<file path="src/rtl/i2c_seq_pkg.sv">
package i2c_seq_pkg;

    typedef enum logic [1:0] {
        OP_WRITE = 2'd0,
        OP_READ  = 2'd1,
        OP_PROBE = 2'd2,
        OP_BAD   = 2'd3
    } seq_op_e;

    typedef enum logic [2:0] {
        CODE_OK       = 3'd0,
        CODE_EMPTY    = 3'd1,
        CODE_TX_TMO   = 3'd2,
        CODE_NO_ACK   = 3'd3,
        CODE_RX_TMO   = 3'd4,
        CODE_ILLEGAL  = 3'd5,
        CODE_BUS_BUSY = 3'd6
    } seq_code_e;

    typedef enum logic [2:0] {
        ST_IDLE      = 3'd0,
        ST_FETCH     = 3'd1,
        ST_WAIT_FREE = 3'd2,
        ST_WAIT_DONE = 3'd3,
        ST_WAIT_ACK  = 3'd4
    } seq_state_e;

    typedef enum logic [1:0] {
        PH_ADDR_WR = 2'd0,
        PH_OFFSET  = 2'd1,
        PH_ADDR_RD = 2'd2,
        PH_DATA    = 2'd3
    } seq_phase_e;

    typedef struct packed {
        logic       valid;
        logic       start;
        logic       stop;
        logic       rd;
        logic       nack;
        logic [7:0] data;
    } byte_cmd_t;

endpackage

</file>
<file path="src/rtl/i2c_seq_timer.sv">
module i2c_seq_timer #(
    parameter int LIMIT = 1000
) (
    input  logic clk,
    input  logic rst_n,
    input  logic restart,
    output logic expired
);
    localparam int CNT_W = $clog2(LIMIT + 1);

    logic [CNT_W-1:0] count_d, count_q;

    always_comb begin
        count_d = count_q;
        if (restart)
            count_d = '0;
        else if (!expired)
            count_d = count_q + 1'b1;
    end

    always_ff @(posedge clk or negedge rst_n) begin
        if (!rst_n) count_q <= '0;
        else        count_q <= count_d;
    end

    assign expired = (count_q == CNT_W'(LIMIT));
endmodule

</file>
<file path="src/rtl/i2c_seq_cmdgen.sv">
module i2c_seq_cmdgen
    import i2c_seq_pkg::*;
#(
    parameter int OFF_MAX = 4
) (
    input  seq_phase_e                      phase,
    input  logic                            is_read,
    input  logic                            last,
    input  logic [6:0]                      addr,
    input  logic [$clog2(OFF_MAX+1)-1:0]    off_cnt,
    input  logic [8*OFF_MAX-1:0]            offset,
    input  logic [7:0]                      wbyte,
    output byte_cmd_t                       cmd
);
    localparam int OFF_W = $clog2(OFF_MAX + 1);
    localparam int SEL_W = (OFF_MAX > 1) ? $clog2(OFF_MAX) : 1;

    logic [7:0]       ofs_byte [OFF_MAX];
    logic [SEL_W-1:0] sel;
    logic [OFF_W-1:0] cnt_m1;

    for (genvar g = 0; g < OFF_MAX; g++) begin : g_slice
        assign ofs_byte[g] = offset[8*g +: 8];
    end

    assign cnt_m1 = off_cnt - 1'b1;
    assign sel    = SEL_W'(cnt_m1);

    always_comb begin
        cmd       = '0;
        cmd.valid = 1'b1;
        unique case (phase)
            PH_ADDR_WR: begin
                cmd.start = 1'b1;
                cmd.data  = {addr, 1'b0};
            end
            PH_OFFSET: begin
                cmd.data  = ofs_byte[sel];
            end
            PH_ADDR_RD: begin
                cmd.start = 1'b1;
                cmd.data  = {addr, 1'b1};
            end
            default: begin
                if (is_read) begin
                    cmd.rd   = 1'b1;
                    cmd.nack = last;
                    cmd.stop = last;
                end else begin
                    cmd.data = wbyte;
                    cmd.stop = last;
                end
            end
        endcase
    end
endmodule

</file>
<file path="src/rtl/i2c_txn_seq.sv">
module i2c_txn_seq
    import i2c_seq_pkg::*;
#(
    parameter int CLK_HZ  = 100_000_000,
    parameter int LEN_W   = 8,
    parameter int OFF_MAX = 4
) (
    input  logic                          clk,
    input  logic                          rst_n,
    input  logic                          req_valid,
    input  logic [1:0]                    req_op,
    input  logic [6:0]                    req_addr,
    input  logic [$clog2(OFF_MAX+1)-1:0]  req_off_len,
    input  logic [8*OFF_MAX-1:0]          req_offset,
    input  logic [LEN_W-1:0]              req_len,
    output logic                          busy,
    output logic                          done,
    output logic [2:0]                    status,
    input  logic [7:0]                    wr_data,
    input  logic                          wr_valid,
    output logic                          wr_ready,
    output logic [7:0]                    rd_data,
    output logic                          rd_valid,
    output logic                          cmd_valid,
    output logic [7:0]                    cmd_data,
    output logic                          cmd_start,
    output logic                          cmd_stop,
    output logic                          cmd_read,
    output logic                          cmd_nack,
    input  logic                          eng_bus_busy,
    input  logic                          eng_tx_empty,
    input  logic                          eng_rx_full,
    input  logic                          eng_nack,
    input  logic [7:0]                    eng_rx_data,
    output logic                          eng_flag_clr,
    output logic                          eng_reset
);
    localparam int TMO_CYC  = (CLK_HZ / 100 < 1) ? 1 : CLK_HZ / 100;
    localparam int OFF_W    = $clog2(OFF_MAX + 1);
    localparam int OFS_BITS = 8 * OFF_MAX;

    typedef struct packed {
        seq_state_e            state;
        seq_phase_e            phase;
        logic                  is_read;
        logic                  is_probe;
        logic [6:0]            addr;
        logic [OFF_W-1:0]      off_cnt;
        logic [OFS_BITS-1:0]   offset;
        logic [LEN_W-1:0]      len;
        logic [7:0]            wbyte;
        byte_cmd_t             cmd;
        logic                  flag_clr;
        logic                  rd_valid;
        logic [7:0]            rd_data;
        logic                  done;
        seq_code_e             code;
        logic                  eng_rst;
    } seq_reg_t;

    seq_reg_t  seq_d, seq_q;
    byte_cmd_t next_cmd;
    logic      tmo_restart, tmo_expired;

    i2c_seq_cmdgen #(.OFF_MAX(OFF_MAX)) u_cmdgen (
        .phase   (seq_q.phase),
        .is_read (seq_q.is_read),
        .last    (seq_q.len == LEN_W'(1)),
        .addr    (seq_q.addr),
        .off_cnt (seq_q.off_cnt),
        .offset  (seq_q.offset),
        .wbyte   (seq_q.wbyte),
        .cmd     (next_cmd)
    );

    i2c_seq_timer #(.LIMIT(TMO_CYC)) u_timer (
        .clk     (clk),
        .rst_n   (rst_n),
        .restart (tmo_restart),
        .expired (tmo_expired)
    );

    function automatic seq_reg_t finish(seq_reg_t s, seq_code_e c, logic rst_eng);
        s.done    = 1'b1;
        s.code    = c;
        s.eng_rst = rst_eng;
        s.state   = ST_IDLE;
        return s;
    endfunction

    function automatic seq_reg_t to_payload(seq_reg_t s);
        if (s.is_read) begin
            s.phase = PH_ADDR_RD;
            s.state = ST_WAIT_FREE;
        end else if (s.len == '0) begin
            s = finish(s, CODE_OK, 1'b0);
        end else begin
            s.phase = PH_DATA;
            s.state = ST_FETCH;
        end
        return s;
    endfunction

    function automatic seq_reg_t advance(seq_reg_t s);
        unique case (s.phase)
            PH_ADDR_WR: begin
                if (s.off_cnt != '0) begin
                    s.phase = PH_OFFSET;
                    s.state = ST_WAIT_FREE;
                end else begin
                    s = to_payload(s);
                end
            end
            PH_OFFSET: begin
                s.off_cnt = s.off_cnt - 1'b1;
                if (s.off_cnt != '0) s.state = ST_WAIT_FREE;
                else                 s = to_payload(s);
            end
            PH_ADDR_RD: begin
                s.phase = PH_DATA;
                s.state = ST_WAIT_FREE;
            end
            default: begin
                s.len = s.len - 1'b1;
                if (s.len == '0) s = finish(s, CODE_OK, 1'b0);
                else             s.state = s.is_read ? ST_WAIT_FREE : ST_FETCH;
            end
        endcase
        return s;
    endfunction

    always_comb begin
        seq_d           = seq_q;
        seq_d.cmd.valid = 1'b0;
        seq_d.flag_clr  = 1'b0;
        seq_d.rd_valid  = 1'b0;
        seq_d.done      = 1'b0;
        seq_d.eng_rst   = 1'b0;
        unique case (seq_q.state)
            ST_IDLE: begin
                if (req_valid) begin
                    seq_d.addr     = req_addr;
                    seq_d.offset   = req_offset;
                    seq_d.off_cnt  = req_off_len;
                    seq_d.len      = req_len;
                    seq_d.is_read  = (req_op == OP_READ);
                    seq_d.is_probe = 1'b0;
                    seq_d.phase    = PH_ADDR_WR;
                    if (req_op == OP_BAD || int'(req_off_len) > OFF_MAX) begin
                        seq_d = finish(seq_d, CODE_ILLEGAL, 1'b1);
                    end else if (req_op == OP_READ && req_len == '0) begin
                        seq_d = finish(seq_d, CODE_EMPTY, 1'b0);
                    end else if (req_op == OP_PROBE) begin
                        seq_d.is_read  = 1'b1;
                        seq_d.is_probe = 1'b1;
                        seq_d.len      = LEN_W'(1);
                        seq_d.off_cnt  = '0;
                        seq_d.phase    = PH_ADDR_RD;
                        seq_d.state    = ST_WAIT_FREE;
                    end else begin
                        seq_d.state    = ST_WAIT_FREE;
                    end
                end
            end
            ST_FETCH: begin
                if (wr_valid) begin
                    seq_d.wbyte = wr_data;
                    seq_d.state = ST_WAIT_FREE;
                end
            end
            ST_WAIT_FREE: begin
                if (!eng_bus_busy) begin
                    seq_d.cmd   = next_cmd;
                    seq_d.state = ST_WAIT_DONE;
                end else if (tmo_expired) begin
                    seq_d = finish(seq_d, CODE_BUS_BUSY, 1'b1);
                end
            end
            ST_WAIT_DONE: begin
                if (seq_q.cmd.rd ? eng_rx_full : eng_tx_empty) begin
                    seq_d.flag_clr = 1'b1;
                    if (seq_q.cmd.rd) begin
                        if (!seq_q.is_probe) begin
                            seq_d.rd_valid = 1'b1;
                            seq_d.rd_data  = eng_rx_data;
                        end
                        seq_d = advance(seq_d);
                    end else begin
                        seq_d.state = ST_WAIT_ACK;
                    end
                end else if (tmo_expired) begin
                    seq_d = finish(seq_d, seq_q.cmd.rd ? CODE_RX_TMO : CODE_TX_TMO, 1'b1);
                end
            end
            default: begin
                if (!eng_nack)        seq_d = advance(seq_d);
                else if (tmo_expired) seq_d = finish(seq_d, CODE_NO_ACK, 1'b1);
            end
        endcase
    end

    always_ff @(posedge clk or negedge rst_n) begin
        if (!rst_n) seq_q <= '0;
        else        seq_q <= seq_d;
    end

    assign tmo_restart  = (seq_d.state != seq_q.state);
    assign busy         = (seq_q.state != ST_IDLE);
    assign done         = seq_q.done;
    assign status       = seq_q.code;
    assign wr_ready     = (seq_q.state == ST_FETCH);
    assign rd_data      = seq_q.rd_data;
    assign rd_valid     = seq_q.rd_valid;
    assign cmd_valid    = seq_q.cmd.valid;
    assign cmd_data     = seq_q.cmd.data;
    assign cmd_start    = seq_q.cmd.start;
    assign cmd_stop     = seq_q.cmd.stop;
    assign cmd_read     = seq_q.cmd.rd;
    assign cmd_nack     = seq_q.cmd.nack;
    assign eng_flag_clr = seq_q.flag_clr;
    assign eng_reset    = seq_q.eng_rst;
endmodule

</file>
<file path="config.mk">
export PLATFORM = sky130hd
export DESIGN_NAME = i2c_txn_seq
export DESIGN_NICKNAME = d
export VERILOG_FILES = /design/src/rtl/i2c_seq_pkg.sv /design/src/rtl/i2c_seq_timer.sv /design/src/rtl/i2c_seq_cmdgen.sv /design/src/rtl/i2c_txn_seq.sv
export SDC_FILE = /design/constraint.sdc
export NUM_CORES = 1
export LEC_CHECK = 0
export ABC_AREA = 1
export CAP_MARGIN = 20
export CORE_MARGIN = 1.5
export CORE_UTILIZATION = 40
export DETAILED_ROUTE_END_ITERATION = 12
export DONT_BUFFER_PORTS = 1
export SETUP_SLACK_MARGIN = 0.05
export SLEW_MARGIN = 30
export SYNTH_ARGS = -nofsm -noshare
export SYNTH_HDL_FRONTEND = slang
export SYNTH_SLANG_ARGS = --single-unit
</file>
<file path="constraint.sdc">
create_clock -name clk -period 3.35 [get_ports clk]
set_input_delay 0.335 -clock clk [delete_from_list [all_inputs] [get_ports clk]]
set_output_delay 0.335 -clock clk [all_outputs]
set_load 0.05 [all_outputs]
</file>
* Yosys cells after proc, flatten, opt, wreduce, memory -nomap -nowiden *
Cells that the tools add are included.

word-level totals
  logic and storage cells = 183
  output and inout port bits = 30
  input port bits = 76
  bits in registers = 113

cells by class
  add/subtract/negate cells = 3
  bitwise logic cells = 6
  equality and inequality tests = 51
  $lt $le $gt $ge = 2
  mux-type cells = 72
  reduce and logical (&&, ||, !) cells = 27

operators by type and width
  cell                     count
  $mux W93                 6
  $mux W88                 6
  $pmux W88 S3             2
  $mux W90                 3
  $pmux W54 S4             1
  $pmux W28 S4             1
  $mux W92                 1
  $mux W62                 1
  $mux W5                  12
  $mux W8                  6
  $mux W20                 2
  $mux W9                  4
  $ne A6 B6 Y1 const B     6
  $pmux W8 S4              1
  $mux W3                  10
  $pmux W5 S3              2
  $ne A2 B2 Y1 const B     13
  $logic_not A8 Y1         3
  $ne A3 B3 Y1 const B     8
  $ne A4 B4 Y1 const B     6
  $pmux W8 S3              1
  $reduce_and A12 Y1       2
  $reduce_and A24 Y1       1
  $add A20 B1 Y20 const B  1
  other kinds (40)         62

* Depth between registers and ports, before layout *
Gate-level depths: netlist of run 1.

  depth in word-level cells = 15
  gate-level depth with buffers = 18
  depth with buffers taken out = 17

* Modules after synthesis *
A second synthesis of run 1 with hierarchy kept.

second synthesis, totals
  cell total of the unflattened synthesis = 876
  area total of the unflattened synthesis = 6552.5 um^2

modules (own cells, without submodules)
  module          cells an instance  times used  seq. area each (um^2)  area an instance (um^2)
  i2c_txn_seq     589                1           2327.2                 4783.3
  i2c_seq_timer   171                1           500.5                  1238.7
  i2c_seq_cmdgen  116                1           0.0                    530.5

* Worst setup path before layout of run 1 *
No wires, ideal clock.

  path kind = register to register
  from = register seq_q[76] (netlist name)
  to = register u_timer.count_q[9]
  required time = 3.281 ns
  cell stages (with the launch flop) = 17
  setup time = 0.069 ns
  clock period less this slack = 2.402 ns
  slack = 0.948 ns
  path buffers = 2
  arrival = 2.333 ns
  cells stage by stage = dfrtp_1 > clkbuf_1 > clkinv_1 > ha_1 > xor2_1 > nor2_1 > nand2_1 > o21ai_1 > nand2_1 > nand2_1 > nand3_1 > nand3_2 > nand2_1 > nand2_1 > nand3_2 > buf_6 > nor2_2

RTL lines
  element                 line                 text
  start, declared         i2c_txn_seq.sv:61    seq_reg_t seq_d, seq_q;
  start signal, assigned  i2c_txn_seq.sv:204   else seq_q <= seq_d;
  end signal, assigned    i2c_seq_timer.sv:23  else count_q <= count_d;
  end, declared           i2c_seq_timer.sv:11  logic [CNT_W-1:0] count_d, count_q;

* Worst setup path in the final report of run 1 *
  from = register seq_q[76] (netlist name)
  to = register u_timer.count_q[6]

on the way
  longest elaborated chain between the ends = 9
  elaborated cells on any way between the ends = 15
  classes of those cells = add/sub: 1; eq/ne: 2; mux: 10; reduce/logical: 2

ends and longest elaborated chain
  element                                                    line                text
  $sub A3 B1 Y3                                              i2c_txn_seq.sv:115  s.off_cnt = s.off_cnt - 1'b1;
  $reduce_bool A3 Y1                                         i2c_txn_seq.sv:116  if (s.off_cnt != '0) s.state = ST_WAIT_FREE;
  $mux W3                                                    i2c_txn_seq.sv:116
  $pmux W5 S3                                                i2c_txn_seq.sv:105  unique case (s.phase)
  $mux W3                                                    i2c_txn_seq.sv:182  if (seq_q.cmd.rd) begin
  $mux W93                                                   i2c_txn_seq.sv:180  if (seq_q.cmd.rd ? eng_rx_full : eng_tx_empty) begin
  $pmux W3 S4 (*)                                            i2c_txn_seq.sv:139  unique case (seq_q.state)
  $ne A3 B3 Y1 (*)                                           i2c_txn_seq.sv:207  assign tmo_restart = (seq_d.state != seq_q.state);
  $ne A2 B2 Y1 (no source line) or $mux W20 (tied branches)  n/a

Every way passes the cells marked *; elsewhere a longest branch is shown, timed or not.
A chain may end at the register's enable or synchronous reset.

==> qor.csv, run 1 <==
metric,value,unit
met3 wire len,1.10,mm
Starting Density,0.408,
Mapped Area,0.00646,sq mm
crit share post-route,0.776,
first-pass GRT wire length,25.8,mm
nets@finish,934,
Worst-Margin Slew,0.707,ns
Starting DRT DRC Count,320,
CTS max path bufs,2,
CTS tree,yes,
Top Metal Used,met4,
Pleak,3.39,nW
GP Congestion,0.876,
hold_ws,0.0239,ns
Worst slew margin,0.529,
post-layout minimum cycle time,2.60,ns
Synth Flop Type,dfrtp_1,
cts repair resizes,0,
r2r startpoint,seq_q[76],
row count,46,
H-tree levels,4,
gr usage total,0.199,
initial antenna violation count,0,
"most common cell after layout, fill and taps aside",nand2_1,
vias in the first global route,5123,
ys async rst share,1.00,
Yosys top cell by area,dfrtp_1,
CP arrival,2.90,ns
peak supply drop,510,uV
metal2 WL,6.84,mm
"Worst Path Class, Setup",flip-flop to flip-flop,
Clock Sinks,113,
r2r setup slk,0.75,ns
layout cells sized above 1,0.113,
Post-Syn Instances,856,
drt pass-1 iters,5,
largest net degree at the start of global routing,114,
die height,130,um
crit start category,flip-flop,
Vias,5355,
register area share after synthesis,0.438,
total routed wirelength,15.7,mm
CP Max Fanout,20,
outcome,"complete, no violations",
Hold Path Cell Cnt,2,
Yosys warnings,0,
number of max-cap violations,0,
CP Capture Type,flip-flop,
"commonest non-fill, non-tap cells in the layout","nand2_1 (241), dfrtp_1 (113), inv_1 (82)",
RSZ-0062 raised after global routing,no,
fin. max-slew vios,0,
number of port buffers,0,
synthesis-stage register bit count,113,
FF-to-FF path depth,14,
core area,0.0158,sq mm
"Distinct cells, synth",44,
hold path endpoint,seq_q[62],
CP required,3.65,ns
wire per inst,14.6,um
# diodes,0,
DRC viols,0,
share of the synthesized area in the top cell type,0.438,
worst hold-check path type,primary input to flip-flop,
placed wire-length estimate,11.2,mm
"Area growth, synth to finish",10.8,%
syn avg cell area,7.54,sq um
CTS buffer count,17,
GRT Residual Overflow,0,
Hold Fails Final Rpt,0,
"top cells by area, synth","dfrtp_1 (44%), nand2_1 (14%), nand3_1 (5.2%), inv_1 (4.8%), o21ai_0 (4.7%)",
Final setup viols,0,
Syn Nets,948,
hold path startpoint,req_offset[18],
Reg2Reg Capture Point,u_timer.count_q[6],
DR vias/cell,5.00,
Max Clock Skew,0.00725,ns
pwr dens,910,mW/mm^2
IO Pins,106,
Die ar.,0.0169,sq mm
Highest Clock Rate,385,MHz
"EDFF count, synth",0,
wire length on met1,7.47,mm
Worst-path clk slew,0.06,ns
CP Launch Point,seq_q[76],
Root Buffer,clkbuf_16,
TNS Setup,0,ns
clock latency on the worst-skew pair,0.42,ns
DIE WIDTH,130,um
Detail Route Antenna Nets,0,
-- routing by layer --
| metal | global-route usage | up-vias |
|---|---|---|
| met1 | 0.273 | 2449 |
| met4 | 0.0752 | 0 |
| met5 | 0 | - |
| met2 | 0.298 | 176 |
| met3 | 0.0545 | 24 |
| li1 | - | 2706 |
-- final cells by class --
| class | count | area (sq um) |
|---|---|---|
| fillers | 1621 | 8670 |
| multi-input cells | 604 | 3020 |
| clock buffers | 18 | 439 |
| inverters | 94 | 353 |
| flip-flops and latches | 113 | 2830 |
| well taps | 216 | 270 |
| repair buffers | 12 | 115 |
| clock inverters | 14 | 133 |
-- worst max-delay path: stages (launching register included) --
cell      delay [ns]
dfrtp_1         0.35
clkinv_1        0.27
ha_1            0.32
xor2_1          0.17
nor2_1          0.16
nand2_1         0.10
o21ai_1         0.17
nand2_1         0.08
nand2_1         0.10
nand3_1         0.11
nand4_1         0.11
nand2_1         0.07
nand3_2         0.06
buf_4           0.33
nor2_2          0.05
-- where the power goes --
| part | total [mW] | switching, mW | internal, mW |
|---|---|---|---|
| registers | 2.34 | 0.534 | 1.81 |
| logic | 2.44 | 1.67 | 0.770 |
| clock network | 1.73 | 0.686 | 1.04 |
-- Yosys cell counts (all sizes together) (3+ instances only) --
cell	n
o211ai	6
ha	16
a21oi	28
nor3	12
dfrtp	113
nand2	243
xnor2	4
nand4	6
a311oi	3
xor2	14
a31oi	4
buf	29
nor2	108
inv	92
o21ai	67
nand3	74
clkbuf	16
-- worst max path at each step --
stage                     cells past startpoint            endpoint  slack, ns
after global placement                       14  u_timer.count_q[9]       0.82
after global routing                         15  u_timer.count_q[9]       0.44
after detailed placement                     14  u_timer.count_q[7]       0.76
after floorplan                              16  u_timer.count_q[9]       0.95
after CTS                                    14  u_timer.count_q[6]       0.75
final                                        14  u_timer.count_q[6]       0.75
-- through the flow --
| stage | util | setup slack, ns | cells | instance area [sq um] | total power, mW |
|---|---|---|---|---|---|
| floorplan | - | 0.948 | 856 | 6460 | 4.30 |
| global placement | 0.413 | 0.819 | 1036 | 6540 | 4.74 |
| detailed placement | 0.413 | 0.764 | 1036 | 6540 | 4.77 |
| CTS | 0.452 | 0.751 | 1071 | 7160 | 6.56 |
| global route | 0.452 | 0.437 | 1071 | 7160 | 7.04 |
| finish | 0.452 | 0.751 | 1071 | 7160 | 6.51 |
-- flip-flops by register name, summed over array words and instances (netlist names) --
signal           cells
cmd_read             1
cmd_nack             1
cmd_valid            1
seq_q               65
done                 1
cmd_stop             1
u_timer.count_q     20
cmd_start            1
eng_flag_clr         1
cmd_data             8
status               3
rd_data              8
rd_valid             1
eng_reset            1
-- kinds of logic after synthesis --
logic type                 share of synthesized area
AOI/OAI and AO/OA                              0.103
xor gates and xnor gates                      0.0244
adders and majority gates                     0.0310
buffers and inverters                         0.0946
DFF                                            0.438
muxes                                        0.00174
and+or+nand+nor                                0.307
-- what timing repair did --
| item | 4_1_cts | 5_1_grt |
|---|---|---|
| setup buffers | 0 | 0 |
| hold buffers | 3 | 0 |
| hold endpoints to repair | 114 | 0 |
(Power assumes the default switching activity.)
==> run 2: changes to the inputs <==
ABC_AREA = 0   (was 1)
clock period = 2.1 ns   (was 3.35 ns; I/O delays follow)
==> run 2 against run 1 <==
- the flow now finishes with violations (negative hold slack, negative setup slack)
- synthesized area fell by 2.6%
- non-clock buffer count is 143 higher
- sequential share of layout area decreased by 5.9 points
- largest cell class unchanged
- largest power group unchanged
- highest routed layer unchanged
==> qor.csv, run 2 <==
metric,value,unit
CTS buffer count,17,
Yosys warnings,0,
Clk pwr share,0.190,
Most common cell on crit path,nor3_2,
failing checks,"negative hold slack, negative setup slack",
Starting DRT DRC Count,308,
largest registers,"seq_q x65, u_timer.count_q x20",
peak supply drop,833,uV
most flop-heavy register,seq_q,
Syn Nets,762,
Final setup viols,26,
FF-to-FF path depth,11,
Hold Fails Final Rpt,113,
sequential share of power,0.288,
total routed wirelength,16.5,mm
Starting Density,0.412,
Highest Clock Rate,397,MHz
ys async rst share,1.00,
share of the synthesized area in the top cell type,0.450,
r2r startpoint,seq_q[37],
Reg2Reg Capture Point,u_timer.count_q[5],
wire per inst,16.2,um
"Worst Path Class, Setup",flip-flop to flip-flop,
pwr dens,1720,mW/mm^2
CP Max Fanout,10,
# diodes,0,
DIE WIDTH,128,um
number of port buffers,0,
outcome,finished with violations,
H-tree levels,4,
list of most frequent post-synthesis cells,"nand2_1 (159), dfrtp_1 (113), nor2_1 (38)",
"top cells by area, synth","dfrtp_1 (45%), nand2_1 (9.5%), nor3_2 (3.5%), ha_1 (3.2%), mux2_2 (2.9%)",
Worst-path clk slew,0.06,ns
fin. max-slew vios,0,
GP Congestion,0.879,
CP Capture Type,flip-flop,
utilization after layout,0.551,
worst hold-check path type,primary input to async pin,
r2r setup slk,-0.42,ns
Pleak,3.78,nW
syn avg cell area,9.39,sq um
Internal,8.40,mW
"EDFF count, synth",0,
Clock Sinks,113,
Switching Power,6.09,mW
Die ar.,0.0165,sq mm
CTS tree,yes,
Vias,5245,
largest net degree at the start of global routing,114,
CTS Hold Bufs,58,
nets@finish,886,
"most common cell after layout, fill and taps aside",nand2_1,
hold_ws,-0.508,ns
Synth Flop Type,dfrtp_1,
CP arrival,2.81,ns
"Distinct cells, synth",72,
"Area growth, synth to finish",33.7,%
critical path depth,11,
Crit-path slowest cell,or3b_4,
"slowest stage delay, CP",0.39,ns
cells along the critical path,inv_2 -> ha_4 -> or3b_4 -> nor3_4 -> xor2_2 -> nor3_2 -> o31ai_4 -> mux2i_4 -> buf_12 -> buf_16 -> nor3_2,
Root Buffer,clkbuf_16,
die height,128,um
number of max-cap violations,0,
placed wire-length estimate,11.5,mm
Comb power frac,0.522,
CP required,2.40,ns
post-layout minimum cycle time,2.52,ns
Post-Syn Instances,670,
fin worst setup slack,-0.416,ns
gr usage total,0.209,
Worst-Margin Slew,0.496,ns
drt pass-1 iters,5,
max FFs per register,65,
"commonest non-fill, non-tap cells in the layout","nand2_1 (159), dfrtp_1 (111), buf_4 (82)",
Mapped Area,0.00629,sq mm
Detail Route Antenna Nets,0,
crit share post-route,1.20,
row count,45,
synthesis-stage register bit count,113,
clock latency on the worst-skew pair,0.41,ns
register area share after synthesis,0.450,
RSZ-0062 raised after global routing,yes,
GRT Residual Overflow,0,
"count leader, synth",nand2_1,
Max Clock Skew,0.00637,ns
layout cells sized above 1,0.270,
Worst slew margin,0.669,
core area,0.0153,sq mm
first-pass GRT wire length,26.7,mm
sw frac,0.420,
DR vias/cell,5.16,
vias in the first global route,5303,
DRC viols,0,
crit start category,flip-flop,
CP bufs+invs,3,
IO Pins,106,
Worst path top cell family by delay,simple AND/OR/NAND/NOR gates,
Yosys top cell by area,dfrtp_1,
CTS max path bufs,2,
initial antenna violation count,0,
==> run 2: cell count changes after synthesis, sizes merged, moves of 8 or more <==
cell   before  now
nor2      108   38
nor3       12   33
mux4        0    8
mux2        1   16
a22oi       0    9
nand2     243  159
and2        0    8
o21ai      67   39
inv        92   23
nand3      74   19
==> run 2: kinds of logic (layout without fill, tap and decap cells) <==
family / Yosys count / after routing / share of synthesized area
adders and majority gates: 16 / 16 / 0.0318
xor gates and xnor gates: 23 / 23 / 0.0332
buffers and inverters: 73 / 209 / 0.0641
and+or+nand+nor: 298 / 298 / 0.236
AOI/OAI and AO/OA: 121 / 121 / 0.124
muxes: 26 / 26 / 0.0611
DFF: 113 / 113 / 0.450
==> run 2: metrics by stage <==
step	instance area, sq um	instances	total power [mW]	setup TNS [ns]	setup slack, ns
3_5_place_dp	6910	909	10.4	-8.41	-0.386
2_1_floorplan	6320	670	8.38	-6.28	-0.310
6_report	8410	1017	14.5	-8.88	-0.416
5_1_grt	8410	1017	15.4	-11.90	-0.530
3_3_place_gp	6910	909	10.2	-7.41	-0.338
4_1_cts	8200	1005	13.9	-8.69	-0.402
==> run 2: how the worst max path moves through the flow <==
stage | start | end
2_1_floorplan | seq_q[36] | u_timer.count_q[0]
3_3_place_gp | seq_q[37] | u_timer.count_q[18]
3_5_place_dp | seq_q[37] | u_timer.count_q[4]
4_1_cts | seq_q[37] | u_timer.count_q[12]
5_1_grt | seq_q[37] | u_timer.count_q[19]
6_report | seq_q[37] | u_timer.count_q[5]
==> run 2: cell type report <==
| class | instances | area, sq um |
|---|---|---|
| clock buffer | 21 | 450 |
| tap | 211 | 264 |
| fill | 1336 | 6850 |
| timing repair buffer | 155 | 1450 |
| multi-input combinational | 484 | 3220 |
| sequential | 113 | 2830 |
| clock inverter | 10 | 113 |
| inverter | 23 | 86.3 |
==> run 2: worst register-to-register path, delay by kind of cell, from the launching register on <==
kind / cells / cell delay (ns)
and+or+nand+nor: 4 / 0.66
DFF: 1 / 0.38
buffers and inverters: 3 / 0.37
muxes: 1 / 0.34
AOI/OAI and AO/OA: 1 / 0.30
xor gates and xnor gates: 1 / 0.21
adders and majority gates: 1 / 0.14
==> run 2: layer usage <==
metal	global-route usage	vias to the layer above	routed length, um
li1	-	2534	-
met1	0.267	2537	7370
met2	0.353	154	8170
met3	0.0445	20	734
met4	0.0694	0	238
met5	0	-	0
==> run 2: power groups by stage <==
stage | logic [mW] | clock network [mW] | registers [mW]
4_1_cts | 6.95 | 2.80 | 4.16
6_report | 7.56 | 2.76 | 4.17
3_3_place_gp | 6.06 | 0 | 4.15
2_1_floorplan | 4.85 | 0 | 3.54
3_5_place_dp | 6.17 | 0 | 4.19
5_1_grt | 8.19 | 2.90 | 4.27
==> run 2: what timing repair did <==
item / 4_1_cts / 5_1_grt
cloned: 2 / 0
resized for setup: 10 / 36
buffers inserted: 5 / 12
endpoints found under the hold margin: 171 / 113
setup endpoints to repair: 32 / 40
pin swaps: 7 / 8
